### src/rtl/mclut_pkg.sv
package mclut_pkg;

  // Output mode carried in the top bit of every context word.
  typedef enum logic {
    OUT_COMB = 1'b0,
    OUT_REG  = 1'b1
  } out_mode_e;

endpackage

### src/rtl/mclut_rst_sync.sv
module mclut_rst_sync (
  input  logic clk,
  input  logic rst_n,
  output logic rst_sync_n
);

  logic [1:0] sync_q;

  always_ff @(posedge clk or negedge rst_n) begin
    if (!rst_n) begin
      sync_q <= 2'b00;
    end else begin
      sync_q <= {sync_q[0], 1'b1};
    end
  end

  assign rst_sync_n = sync_q[1];

endmodule

### src/rtl/mclut_ctx_store.sv
module mclut_ctx_store #(
  parameter int NUM_CTX = 4,
  parameter int CFG_W   = 17,
  localparam int AW     = (NUM_CTX > 1) ? $clog2(NUM_CTX) : 1
) (
  input  logic             clk,
  input  logic             rst_n,
  input  logic             wr_en,
  input  logic [AW-1:0]    wr_idx,
  input  logic [CFG_W-1:0] wr_word,
  input  logic [AW-1:0]    rd_idx,
  output logic [CFG_W-1:0] rd_word
);

  logic [CFG_W-1:0] words [NUM_CTX];

  for (genvar g = 0; g < NUM_CTX; g++) begin : g_ctx
    logic             hit;
    logic [CFG_W-1:0] word_q;

    assign hit = wr_en && (wr_idx == AW'(g));

    always_ff @(posedge clk or negedge rst_n) begin
      if (!rst_n) begin
        word_q <= '0;
      end else if (hit) begin
        word_q <= wr_word;
      end
    end

    assign words[g] = word_q;
  end

  assign rd_word = words[rd_idx];

endmodule

### src/rtl/mclut_lut_eval.sv
module mclut_lut_eval #(
  parameter int N_IN   = 4,
  localparam int TT_W  = 1 << N_IN
) (
  input  logic [TT_W-1:0] table_i,
  input  logic [N_IN-1:0] addr_i,
  output logic            bit_o
);

  always_comb begin
    bit_o = table_i[addr_i];
  end

endmodule

### src/rtl/mclut_cell.sv
module mclut_cell #(
  parameter int LUT_INPUTS = 4,
  parameter int NUM_CTX    = 4,
  localparam int TT_BITS   = 1 << LUT_INPUTS,
  localparam int CFG_W     = TT_BITS + 1,
  localparam int CTX_AW    = (NUM_CTX > 1) ? $clog2(NUM_CTX) : 1
) (
  input  logic              clk,
  input  logic              rst_n,
  input  logic [CTX_AW-1:0] ctx_sel,
  input  logic [LUT_INPUTS-1:0] nbr_in,
  input  logic              ld_we,
  input  logic [CTX_AW-1:0] ld_ctx,
  input  logic [CFG_W-1:0]  ld_word,
  output logic              cell_out
);

  import mclut_pkg::*;

  localparam int MODE_BIT = CFG_W - 1;

  logic                  rst_core_n;
  logic [CTX_AW-1:0]     active_d, active_q;
  logic [CFG_W-1:0]      cfg_word;
  out_mode_e             cfg_mode;
  logic                  reg_mode;
  logic [LUT_INPUTS-1:0] lut_addr;
  logic                  lut_bit;
  logic                  state_d, state_q, state_en;

  mclut_rst_sync i_rst_sync (
    .clk        (clk),
    .rst_n      (rst_n),
    .rst_sync_n (rst_core_n)
  );

  mclut_ctx_store #(
    .NUM_CTX (NUM_CTX),
    .CFG_W   (CFG_W)
  ) i_store (
    .clk     (clk),
    .rst_n   (rst_core_n),
    .wr_en   (ld_we),
    .wr_idx  (ld_ctx),
    .wr_word (ld_word),
    .rd_idx  (active_q),
    .rd_word (cfg_word)
  );

  // Context and mode decode
  always_comb begin
    active_d = ctx_sel;
    cfg_mode = out_mode_e'(cfg_word[MODE_BIT]);
    reg_mode = (cfg_mode == OUT_REG);
  end

  // Table address: in registered mode the state bit replaces address bit 0
  always_comb begin
    lut_addr = nbr_in;
    if (reg_mode) begin
      lut_addr[0] = state_q;
    end
  end

  mclut_lut_eval #(
    .N_IN (LUT_INPUTS)
  ) i_lut (
    .table_i (cfg_word[TT_BITS-1:0]),
    .addr_i  (lut_addr),
    .bit_o   (lut_bit)
  );

  // State next-state logic with explicit enable
  always_comb begin
    state_en = reg_mode;
    state_d  = lut_bit;
  end

  always_ff @(posedge clk or negedge rst_core_n) begin
    if (!rst_core_n) begin
      active_q <= '0;
    end else begin
      active_q <= active_d;
    end
  end

  always_ff @(posedge clk or negedge rst_core_n) begin
    if (!rst_core_n) begin
      state_q <= 1'b0;
    end else if (state_en) begin
      state_q <= state_d;
    end
  end

  always_comb begin
    cell_out = reg_mode ? state_q : lut_bit;
  end

endmodule

### config.mk
export PLATFORM = sky130hd
export DESIGN_NAME = mclut_cell
export DESIGN_NICKNAME = d
export VERILOG_FILES = /design/src/rtl/mclut_pkg.sv /design/src/rtl/mclut_rst_sync.sv /design/src/rtl/mclut_ctx_store.sv /design/src/rtl/mclut_lut_eval.sv /design/src/rtl/mclut_cell.sv
export SDC_FILE = /design/constraint.sdc
export NUM_CORES = 1
export LEC_CHECK = 0
export CORE_MARGIN = 1
export CORE_UTILIZATION = 60
export CTS_CLUSTER_SIZE = 25
export DETAILED_ROUTE_END_ITERATION = 6
export PLACE_DENSITY = 0.83
export SLEW_MARGIN = 25
export SYNTH_ARGS = -nofsm -noshare
export SYNTH_HDL_FRONTEND = slang
export SYNTH_HIERARCHICAL = 1
export SYNTH_SLANG_ARGS = --single-unit
### constraint.sdc
create_clock -name clk -period 7.6 [get_ports clk]
set_input_delay 0.76 -clock clk [delete_from_list [all_inputs] [get_ports clk]]
set_output_delay 0.76 -clock clk [all_outputs]
set_load 0.01 [all_outputs]
Word-level counts from Yosys, hierarchy flattened
Index checks and enable logic that the tools add are counted.
- register bits: 73
- input port bits: 28
- logic and storage cells: 25
- output and inout bits: 1
- bitwise gates (word level): 1
- mux-type cells: 7
- order comparisons: 2
- reductions and logical operators: 5
- eq/ne operators: 3
- operators by type and width (operator ; count):
    $bmux 17 s2 ; 1
    $mux 17 ; 2
    $lt 4x5->1 const B ; 1
    $bmux 1 s4 ; 1
    $eq 2x2->1 const B ; 2
    $logic_and 1x1->1 ; 4
    $ge 3x3->1 const B ; 1
    $mux 1 ; 3
    $not 2->3 ; 1
    $eq 2x1->1 const B ; 1
    $logic_not 2->1 ; 1

Depth between registers and ports, before layout
- depth after elaboration: 8
- mapped depth: 7
- depth with buffers taken out: 6

By module
The synthesis kept the hierarchy.
- by module, submodules not included (module ; seq. area each (um^2) ; cells each ; area an instance (um^2) ; instances):
    mclut_ctx_store ; 1701.6 ; 165 ; 2961.6 ; 1
    mclut_lut_eval ; 0.0 ; 7 ; 135.1 ; 1
    mclut_cell ; 75.1 ; 6 ; 108.9 ; 1
    mclut_rst_sync ; 50.0 ; 3 ; 53.8 ; 1

Worst setup path before layout
Ideal clock, no wire load.
- kind: reg-to-output
- start point: register active_q[0]
- end point: output port cell_out
- path buffers: 1
- setup slack: 4.419 ns
- required time: 6.840 ns
- data arrival time: 2.421 ns
- stages on the path, launching flop included: 8
- path through: dfrtp_1 -> buf_2 -> mux4_2 -> mux2_2 -> mux4_1 -> mux2i_1 -> mux2i_1 -> mux2_2
- cells in the longest elaborated chain, start to end: 8
- ends and longest elaborated chain (element ; RTL line ; RTL):
    start, declared ; mclut_cell.sv:23 ; logic [CTX_AW-1:0] active_d, active_q;
    start signal, assigned ; mclut_cell.sv:83 ; active_q <= active_d;
    $not 2->3 (implied by the code) ; mclut_ctx_store.sv:34 ; assign rd_word = words[rd_idx];
    $bmux 17 s2 ; mclut_ctx_store.sv:34 ;
    $mux 17 (implied by the code) (2 in series) ; mclut_ctx_store.sv:34 ;
    named net cfg_word[16] ; mclut_cell.sv:24 ; logic [CFG_W-1:0] cfg_word;
    $mux 1 ; mclut_cell.sv:60 ; if (reg_mode) begin
    named net lut_addr[0] ; mclut_cell.sv:27 ; logic [LUT_INPUTS-1:0] lut_addr;
    $bmux 1 s4 ; mclut_lut_eval.sv:11 ; bit_o = table_i[addr_i];
    $mux 1 (implied by the code) ; mclut_lut_eval.sv:11 ;
    named net lut_bit ; mclut_cell.sv:28 ; logic lut_bit;
    $mux 1 ; mclut_cell.sv:96 ; cell_out = reg_mode ? state_q : lut_bit;
    end, declared ; mclut_cell.sv:15 ; output logic cell_out
The timed path passes the listed nets, and every way through them passes these cells. The select of a mux whose other input is x is not followed.

Worst setup path in the final report
- start point: register active_q[1]
- end point: output port cell_out
Same word-level chain as after synthesis.

==> flow_metrics.py <==
metrics = {
    "layout": {
        "final-seq-area_um2": 1830,
        "drive_gt1_frac": 0.498,
        "fin_nets": 242,
        "diodes": 0,
        "final_cells": 289,
        "multiInputGateArea_um2": 1370,
        "area_growth_pct": 16.3,
        "final_util": 0.733,
        "num-fill-cells": 292,
    },
    "setup_path": {
        "required_ns": 6.84,
        "worstPathMaxFanout": 17,
        "timing.rr.end": "state_q",
        "critPathBufInv": 1,
        "worstPathArrival_ns": 3.61,
        "end_kind": "output pin",
        "critPathMaxStageDelay_ns": 0.87,
        "cp_slowest_cell": "dfrtp_1",
        "r2r_start": "active_q[1]",
        "worstPathCellList": "mux4_2 > mux2_2 > mux4_1 > mux2i_1 > mux2i_1 > mux2_2 > clkdlybuf4s50_1",
        "worst-setup-path-type": "reg -> out",
        "crit_family": "multiplexers",
        "critPathLaunchType": "flip-flop",
        "rr_worst_depth": 6,
        "r2r_setup_slack_ns": 4.69,
    },
    "logic_synthesis": {
        "synth-seq-cells": 73,
        "syn_avg_cell_area_um2": 18.0,
        "ys_warn_count": 6,
        "yosys-top-cells-area": "dfrtp_1 56%, mux2_2 25%, mux4_2 12%",
        "synthArstFlopShare": 1.00,
        "ys_seq_area_frac": 0.560,
        "synth_edf_count": 0,
        "ys.flop_type": "dfrtp_1",
        "syn_inst": 181,
        "synth_nets": 209,
        "synth.top_cell.area_share": 0.560,
        "yosys-top-cells-count": "73 x dfrtp_1, 71 x mux2_2, 17 x mux4_2, 4 x mux4_1",
        "synth_top_area_cell": "dfrtp_1",
        "synth_cell_type_count": 13,
        "synth_area_um2": 3260,
        "yosysMostFrequentCell": "dfrtp_1",
    },
    "floorplanning": {
        "io_pins": 29,
        "die_x_um": 75.7,
        "rows": 26,
        "dieHeight_um": 75.7,
        "core_um2": 5170,
        "dieArea_um2": 5730,
        "start_util": 0.630,
    },
    "clocking": {
        "numCtsBuffers": 9,
        "worstSkewPairLatency_ns": 0.34,
        "cts_resized": 0,
        "clockBufferDepth": 2,
        "hold_buffers": 0,
        "clk_pin_slew_ns": 0.07,
        "cts_tree": "yes",
        "cts-root-buf": "clkbuf_8",
        "clock_sinks": 73,
        "cts_post_setup_buffers_inserted": 0,
        "htreeDepth": 3,
    },
    "grt": {
        "antenna_found_initial": 0,
        "grt_pass1_wl_um": 9710,
        "grt_start_max_net_pins": 72,
        "grt_pass1_vias": 1925,
        "grt-ovfl-total": 0,
        "grt_usage": 0.248,
    },
    "place": {
        "place.port_buffers": 28,
        "dp.cells": 273,
        "gp_congestion": 0.703,
        "hpwlAfterDp_um": 4030,
    },
    "timing": {
        "fin_setup_tns_ns": 0,
        "finalMaxSlewViolations": 0,
        "hold_violations": 0,
        "hold_ws_ns": 0.362,
        "setup_viol": 0,
        "layout_min_cycle_time_ns": 4.37,
        "fin_skew_ns": 0.00772,
        "slew_headroom": 0.328,
        "fmax_mhz": 229,
        "rsz0062_at_grt": "false",
        "tightest_slew_ns": 1.01,
        "post-route-period-util": 0.575,
    },
    "power_and_ir_drop": {
        "irDropWorstVdd_v": 0.000125,
        "power_density_nw_per_um2": 267,
        "p_leak_uw": 0.00158,
    },
    "detailed_routing": {
        "drc": 0,
        "antenna_left": 0,
        "wl_per_cell_um": 21.2,
        "dr.first_iter.drc_count": 89,
        "dr.pass1.iters": 4,
        "vias_per_cell": 6.06,
        "routed-via-count": 1751,
        "wirelength_um": 6130,
    },
    "worst_hold_path": {
        "hp-start": "i_rst_sync/sync_q[0]",
        "hold_class": "reg -> reg",
        "worstHoldEndpoint": "i_rst_sync/sync_q[1]",
        "hold_depth": 0,
    },
    "outcome": {
        "status": "finished, final reports clean",
    },
    "run": {
        "maxCapViolCount": 0,
    },
}
==> stage by stage <==
stage	setup slack, ns	power, uW	instance area (um2)
2_1_floorplan	4.42	638	3260
3_3_place_gp	3.68	687	3580
3_5_place_dp	3.62	706	3580
4_1_cts	3.21	1020	3790
5_1_grt	3.12	1060	3790
6_report	3.23	1010	3790
==> worst max-delay path by stage <==
| stage | startpoint | end | slack, ns | depth (start not counted) |
|---|---|---|---|---|
| 2_1_floorplan | active_q[0] | cell_out | 4.42 | 7 |
| 3_3_place_gp | active_q[1] | cell_out | 3.68 | 7 |
| 3_5_place_dp | active_q[1] | cell_out | 3.62 | 7 |
| 4_1_cts | active_q[1] | cell_out | 3.21 | 7 |
| 5_1_grt | active_q[1] | cell_out | 3.12 | 7 |
| 6_report | active_q[1] | cell_out | 3.23 | 7 |
==> where the power goes <==
| part | switching [uW] | internal (uW) | leakage [uW] |
|---|---|---|---|
| Sequential | 39.4 | 461 | 0.000862 |
| Clock | 136 | 179 | 0.000107 |
| Combinational | 66.9 | 130 | 0.000609 |
| Total | 242 | 770 | 0.00158 |
==> layout by cell type, fill, tap and decap left out <==
master / netlist / final
dfrtp_1: 73 / 72
mux2_2: 71 / 71
clkdlybuf4s50_1: 0 / 28
mux4_2: 17 / 17
clkbuf_8: 0 / 12
mux4_1: 4 / 4
mux2i_1: 3 / 3
clkbuf_1: 0 / 2
nand3b_2: 2 / 2
buf_4: 1 / 2
bufinv_16: 0 / 1
clkinv_2: 0 / 1
conb_1: 1 / 1
dfrtp_2: 0 / 1
nor3b_4: 1 / 1
nand3_2: 1 / 1
==> state kept, by name, indices dropped and copies added, names as in the netlist <==
register	cells
i_store/g_ctx.word_q	68
active_q	2
i_rst_sync/sync_q	2
state_q	1
==> layer usage <==
layer	vias up	track usage	wire (um)
met5	-	0	0
met4	0	0.126	140
met3	15	0.0516	210
met2	41	0.408	3150
met1	940	0.316	2630
li1	755	-	-
==> area by class of cell <==
cell class              instances  area share
multi-input cells             100       0.362
repair buffers                 30      0.0779
clock buffers                  14      0.0455
well taps                      70      0.0231
clock inverters                 2     0.00924
flip-flops and latches         73       0.482
==> logic make-up (layout without fill, tap and decap cells) <==
logic type / after synthesis / in the layout / synth area share
muxes: 95 / 95 / 0.404
DFF: 73 / 73 / 0.560
buffers and inverters: 8 / 46 / 0.0184
and+or+nand+nor: 4 / 4 / 0.0157
other: 1 / 1 / 0.00115
No activity file was read; power rests on OpenSTA's default activity.
